==> src/rtl/jc_pkg.sv <==
package jc_pkg;

    localparam int ST_W = 4;
    typedef logic [ST_W-1:0] st_t;

    // Counter values; consecutive numbering lets straight-line steps count.
    localparam st_t S_FETCH  = 4'd0;
    localparam st_t S_FREQ   = 4'd1;
    localparam st_t S_FWAIT  = 4'd2;
    localparam st_t S_IRLD   = 4'd3;
    localparam st_t S_DECODE = 4'd4;
    localparam st_t S_LDREQ  = 4'd5;
    localparam st_t S_LDWAIT = 4'd6;
    localparam st_t S_LDWB   = 4'd7;
    localparam st_t S_STREQ  = 4'd8;
    localparam st_t S_STWAIT = 4'd9;
    localparam st_t S_ADREQ  = 4'd10;
    localparam st_t S_ADWAIT = 4'd11;
    localparam st_t S_ADWB   = 4'd12;
    localparam st_t S_BRANCH = 4'd13;

    typedef enum logic [1:0] {
        OP_LOAD   = 2'b00,
        OP_STORE  = 2'b01,
        OP_ADD    = 2'b10,
        OP_BRANCH = 2'b11
    } op_e;

    typedef struct packed {
        logic pc_clr;
        logic pc_inc;
        logic mar_from_pc;
        logic mar_from_ir;
        logic mbr_from_mem;
        logic mbr_from_ac;
        logic mbr_to_mem;
        logic ir_from_mbr;
        logic ac_from_mbr;
        logic ac_from_sum;
        logic pc_from_ir;
        logic mem_req;
        logic mem_read;
    } strobe_t;

    // Four-entry jump table indexed by opcode.
    function automatic st_t jump_target(op_e op);
        case (op)
            OP_LOAD:   return S_LDREQ;
            OP_STORE:  return S_STREQ;
            OP_ADD:    return S_ADREQ;
            default:   return S_BRANCH;
        endcase
    endfunction

endpackage

==> src/rtl/jc_sync.sv <==
module jc_sync #(
    parameter int WIDTH  = 2,
    parameter int STAGES = 1
) (
    input  logic             clk,
    input  logic [WIDTH-1:0] d,
    output logic [WIDTH-1:0] q
);
    for (genvar i = 0; i < STAGES; i++) begin : g_stage
        logic [WIDTH-1:0] r;
        if (i == 0) begin : g_first
            always_ff @(posedge clk) r <= d;
        end else begin : g_next
            always_ff @(posedge clk) r <= g_stage[i-1].r;
        end
    end

    assign q = g_stage[STAGES-1].r;
endmodule

==> src/rtl/jc_next_ctl.sv <==
module jc_next_ctl
    import jc_pkg::*;
(
    input  st_t        state,
    input  logic       rst_s,
    input  logic       wait_s,
    input  logic [1:0] opcode,
    output logic       cnt_en,
    output logic       clr_en,
    output logic       ld_en,
    output st_t        target
);
    always_comb begin
        cnt_en = 1'b0;
        clr_en = 1'b0;
        ld_en  = 1'b0;
        target = jump_target(op_e'(opcode));
        if (rst_s) begin
            clr_en = 1'b1;
        end else begin
            case (state)
                S_FETCH, S_IRLD, S_LDREQ, S_STREQ, S_ADREQ: cnt_en = 1'b1;
                S_FREQ:                                     cnt_en = wait_s;
                S_FWAIT, S_LDWAIT, S_ADWAIT:                cnt_en = !wait_s;
                S_DECODE:                                   ld_en  = 1'b1;
                S_STWAIT:                                   clr_en = !wait_s;
                default:                                    clr_en = 1'b1;
            endcase
        end
    end
endmodule

==> src/rtl/jc_counter.sv <==
module jc_counter #(
    parameter int W = 4
) (
    input  logic         clk,
    input  logic         clr,
    input  logic         ld,
    input  logic         cnt,
    input  logic [W-1:0] din,
    output logic [W-1:0] q
);
    // Priority: clear, then load, then count; otherwise hold.
    always_ff @(posedge clk) begin
        if (clr)      q <= '0;
        else if (ld)  q <= din;
        else if (cnt) q <= q + 1'b1;
    end
endmodule

==> src/rtl/jc_strobe_dec.sv <==
module jc_strobe_dec
    import jc_pkg::*;
(
    input  st_t        state,
    input  logic       rst_s,
    input  logic       wait_s,
    input  logic [1:0] opcode,
    input  logic       ac_sign,
    output strobe_t    strb
);
    op_e op;
    assign op = op_e'(opcode);

    always_comb begin
        strb = '0;
        if (rst_s) begin
            strb.pc_clr = 1'b1;
        end else begin
            case (state)
                S_FETCH: begin
                    strb.pc_inc      = 1'b1;
                    strb.mar_from_pc = 1'b1;
                end
                S_FREQ, S_LDREQ, S_ADREQ: begin
                    strb.mem_req  = 1'b1;
                    strb.mem_read = 1'b1;
                end
                S_FWAIT, S_LDWAIT, S_ADWAIT: begin
                    strb.mem_req      = 1'b1;
                    strb.mem_read     = 1'b1;
                    strb.mbr_from_mem = !wait_s;
                end
                S_IRLD:   strb.ir_from_mbr = 1'b1;
                S_DECODE: begin
                    strb.mar_from_ir = (op != OP_BRANCH);
                    strb.mbr_from_ac = (op == OP_STORE);
                end
                S_LDWB:   strb.ac_from_mbr = 1'b1;
                S_STREQ, S_STWAIT: begin
                    strb.mem_req    = 1'b1;
                    strb.mbr_to_mem = 1'b1;
                end
                S_ADWB:   strb.ac_from_sum = 1'b1;
                S_BRANCH: strb.pc_from_ir  = ac_sign;
                default:  ;
            endcase
        end
    end
endmodule

==> src/rtl/jc_ctrl_unit.sv <==
module jc_ctrl_unit
    import jc_pkg::*;
#(
    parameter int SYNC_STAGES = 1
) (
    input  logic       clk,
    input  logic       rst,
    input  logic       mem_wait_i,
    input  logic [1:0] opcode_i,
    input  logic       ac_sign_i,
    output logic       pc_clr_o,
    output logic       pc_inc_o,
    output logic       mar_from_pc_o,
    output logic       mar_from_ir_o,
    output logic       mbr_from_mem_o,
    output logic       mbr_from_ac_o,
    output logic       mbr_to_mem_o,
    output logic       ir_from_mbr_o,
    output logic       ac_from_mbr_o,
    output logic       ac_from_sum_o,
    output logic       pc_from_ir_o,
    output logic       mem_req_o,
    output logic       mem_read_o
);
    logic [1:0] sync_q;
    logic       rst_s;
    logic       wait_s;
    st_t        state_q;
    st_t        target;
    logic       cnt_en;
    logic       clr_en;
    logic       ld_en;
    strobe_t    strb;

    jc_sync #(.WIDTH(2), .STAGES(SYNC_STAGES)) u_sync (
        .clk (clk),
        .d   ({rst, mem_wait_i}),
        .q   (sync_q)
    );
    assign rst_s  = sync_q[1];
    assign wait_s = sync_q[0];

    jc_next_ctl u_next (
        .state  (state_q),
        .rst_s  (rst_s),
        .wait_s (wait_s),
        .opcode (opcode_i),
        .cnt_en (cnt_en),
        .clr_en (clr_en),
        .ld_en  (ld_en),
        .target (target)
    );

    jc_counter #(.W(ST_W)) u_cnt (
        .clk (clk),
        .clr (clr_en),
        .ld  (ld_en),
        .cnt (cnt_en),
        .din (target),
        .q   (state_q)
    );

    jc_strobe_dec u_dec (
        .state   (state_q),
        .rst_s   (rst_s),
        .wait_s  (wait_s),
        .opcode  (opcode_i),
        .ac_sign (ac_sign_i),
        .strb    (strb)
    );

    assign pc_clr_o       = strb.pc_clr;
    assign pc_inc_o       = strb.pc_inc;
    assign mar_from_pc_o  = strb.mar_from_pc;
    assign mar_from_ir_o  = strb.mar_from_ir;
    assign mbr_from_mem_o = strb.mbr_from_mem;
    assign mbr_from_ac_o  = strb.mbr_from_ac;
    assign mbr_to_mem_o   = strb.mbr_to_mem;
    assign ir_from_mbr_o  = strb.ir_from_mbr;
    assign ac_from_mbr_o  = strb.ac_from_mbr;
    assign ac_from_sum_o  = strb.ac_from_sum;
    assign pc_from_ir_o   = strb.pc_from_ir;
    assign mem_req_o      = strb.mem_req;
    assign mem_read_o     = strb.mem_read;
endmodule

==> config.mk <==
export PLATFORM = sky130hd
export DESIGN_NAME = jc_ctrl_unit
export DESIGN_NICKNAME = d
export VERILOG_FILES = /design/src/rtl/jc_pkg.sv /design/src/rtl/jc_sync.sv /design/src/rtl/jc_next_ctl.sv /design/src/rtl/jc_counter.sv /design/src/rtl/jc_strobe_dec.sv /design/src/rtl/jc_ctrl_unit.sv
export SDC_FILE = /design/constraint.sdc
export NUM_CORES = 1
export LEC_CHECK = 0
export BUFFER_PORTS_ARGS = -buffer_cell sky130_fd_sc_hd__buf_2
export CAP_MARGIN = 10
export CELL_PAD_IN_SITES_DETAIL_PLACEMENT = 1
export CELL_PAD_IN_SITES_GLOBAL_PLACEMENT = 1
export CORE_UTILIZATION = 38
export DETAILED_ROUTE_END_ITERATION = 12
export PLACE_DENSITY = 0.89
export SYNTH_ARGS = -nofsm -noshare
export SYNTH_HDL_FRONTEND = slang
export SYNTH_SLANG_ARGS = --single-unit
==> constraint.sdc <==
create_clock -name clk -period 4.45 [get_ports clk]
set_input_delay 0.2225 -clock clk [delete_from_list [all_inputs] [get_ports clk]]
set_output_delay 0.2225 -clock clk [all_outputs]
set_load 0.05 [all_outputs]
==> impl_metrics.json <==
{
  "synth_flop_cell": "dfxtp_1",
  "avgSynthCellArea_um2": 8.36,
  "cts.path.max_buffers": 2,
  "fp.dieH_um": 42.6,
  "worstPathRequired_ns": 4.23,
  "min_period_ns": 2.26,
  "pwr-share-comb": 0.616,
  "die_w_um": 42.6,
  "maxCapViolCount": 0,
  "synth.ff_latch_count": 6,
  "critPathSlowestCell": "dfxtp_1",
  "power_frac_seq": 0.229,
  "post-cts-setup-buffers": 0,
  "switchingPower_mw": 0.164,
  "route.detailed.drc": 0,
  "clock_latency_ns": 0.24,
  "yosysWarnings": 0,
  "crit_fanout": 6,
  "peakVddDrop_mv": 0.304,
  "routabilityCongestion": 0.796,
  "antennaDiodeCount": 0,
  "io_buffers": 18,
  "vias": 610,
  "fin_hold_ws_ns": 0.0814,
  "tns_ns": 0,
  "wl_per_cell_um": 14.3,
  "coreArea_um2": 1520,
  "die_area_um2": 1820,
  "syn_inst": 75,
  "end_kind": "output port",
  "outcome": "completed",
  "hpwl_um": 1210,
  "cts_buffers": 3,
  "cts_resized": 0,
  "viasPerCell": 5.65,
  "finalCritPeriodShare": 0.507,
  "synth-async-reset-ratio": 0,
  "critPathArrivalTime_ns": 2.04,
  "grt_pass1_wl_um": 2640,
  "crit_family": "simple AND/OR/NAND/NOR gates",
  "antenna_found_initial": 0,
  "cts-root-buf": "clkbuf_4",
  "synth_fp_nets": 89,
  "crit_type": "reg2out",
  "p_per_area_nw_per_um2": 438,
  "cts_hold_buf": 0,
  "setup_violations": 0,
  "crit_path_cell_trace": "inv_1 -> ha_1 -> or2_2 -> and3_1 -> or2_2 -> buf_2",
  "cts-htree-levels": 1,
  "path_clk_slew_ns": 0.05,
  "cts_tree": "yes",
  "grt_max_degree": 19,
  "initial_core_util": 0.411,
  "tightest_slew_ns": 0.649,
  "drtAntennaViolNets": 0,
  "syn_area_um2": 627,
  "rsz0062_at_grt": "no",
  "hold_path_class": "in2reg",
  "finalHoldViolations": 0,
  "pwr-share-clk": 0.155,
  "grt_use_total": 0.192,
  "grt_pass1_vias": 625,
  "cpMostUsedCell": "or2_2",
  "crit_path_max_incr_delay_ns": 0.40,
  "areaGrowthSynthToFinish_pct": 17.0,
  "final_layout_size_suffix_gt1_frac": 0.326,
  "finClkSkew_ns": 0.00243,
  "fmax_ghz": 0.443,
  "num_rows": 14,
  "swShare": 0.511,
  "p_int_mw": 0.157,
  "first_pass_iters": 2,
  "slew_violations": 0,
  "critPathLaunchType": "flop",
  "grt_overflow": 0,
  "cts_num_sinks": 6,
  "slew_headroom": 0.561,
  "layout.nets": 108,
  "synth-edff-count": 0,
  "ioPinCount": 19,
  "synth-seq-area-share": 0.192,
  "p_leak_nw": 0.357,
  "drt_iter0_markers": 5,
  "crit_buf_inv": 2,
  "drt-total-wl_um": 1550,
  "synth.distinct_cells": 31
}
kinds of logic (layout without fill, tap and decap cells):
group,count (synthesis),after routing,share of synthesized area
and+or+nand+nor,34,34,0.315
AOI/OAI and AO/OA,14,14,0.208
buffers and inverters,10,27,0.0778
adders and majority gates,8,8,0.160
DFF,6,6,0.192
muxes,3,3,0.0479
path summary, 6_finish.rpt:
| path | from | end | slack, ns | cells past startpoint |
|---|---|---|---|---|
| worst max-delay path | u_cnt.q[0]$_SDFFE_PP0P_ | mem_req_o | 2.19 | 6 |
| worst min-delay path | rst | u_sync.q[1]$_DFF_P_ | 0.08 | 1 |
| worst max register to register | u_cnt.q[0]$_SDFFE_PP0P_ | u_cnt.q[3]$_SDFFE_PP0P_ | 2.44 | 6 |
| worst min register to register | u_cnt.q[1]$_SDFFE_PP0P_ | u_cnt.q[1]$_SDFFE_PP0P_ | 0.66 | 2 |
metrics by stage:
| step | utilization | setup WS (ns) | instances | area [um^2] | power [mW] |
|---|---|---|---|---|---|
| 2_1_floorplan | - | 1.98 | 75 | 627 | 0.229 |
| 6_report | 0.481 | 2.19 | 108 | 733 | 0.321 |
| 3_5_place_dp | 0.466 | 2.47 | 105 | 711 | 0.268 |
| 3_3_place_gp | 0.466 | 2.54 | 105 | 711 | 0.260 |
| 5_1_grt | 0.481 | 2.09 | 108 | 733 | 0.344 |
| 4_1_cts | 0.481 | 2.17 | 108 | 733 | 0.325 |
sequential cells by signal (all words and copies together), names as in the netlist:
name      flops
u_cnt.q       4
u_sync.q      2
synthesized netlist by cell type (2+ instances only):
cell	number	share of area
a211oi_2	2	0.040
a21oi_1	3	0.024
and3_1	2	0.020
clkbuf_1	2	0.012
dfxtp_1	6	0.19
ha_1	8	0.16
inv_1	6	0.036
mux2i_1	3	0.048
nand2_1	6	0.036
nand2b_1	3	0.030
nand3_1	2	0.016
nand3b_1	2	0.024
nor2_1	9	0.054
nor2b_1	2	0.020
o21ai_0	2	0.016
or2_2	2	0.020
layer usage:
layer  GRT usage  vias to the layer above  wire length, um
met1       0.223                      293              689
met5           0                        -                0
met4       0.100                        0               51
met3      0.0560                        6               43
li1            -                      296                -
met2       0.317                       15              761
placed cells by master, fill, tap and decap left out, types with 2 or more instances in the layout:
cell	count
buf_2	18
nor2_1	9
ha_1	8
inv_1	6
nand2_1	6
dfxtp_1	6
nand2b_1	3
mux2i_1	3
a21oi_1	3
clkbuf_4	3
nand3b_1	2
and3_1	2
or2_2	2
o21ai_0	2
nor2b_1	2
a211oi_2	2
nand3_1	2
power by group through the flow:
| stage | Combinational [mW] | Clock (mW) | Sequential, mW |
|---|---|---|---|
| floorplan | 0.157 | 0 | 0.0722 |
| global placement | 0.187 | 0 | 0.0727 |
| detailed placement | 0.194 | 0 | 0.0741 |
| CTS | 0.199 | 0.0531 | 0.0734 |
| global route | 0.215 | 0.0553 | 0.0746 |
| finish | 0.198 | 0.0498 | 0.0734 |
layout make-up:
cell class	count	area (um^2)
tap	16	20.0
timing repair buffer	18	90.1
sequential	6	120
multi-input combinational	59	458
clock buffer	3	22.5
fill	201	791
inverter	6	22.5
Note: power is estimated with default switching activity, not from simulation.
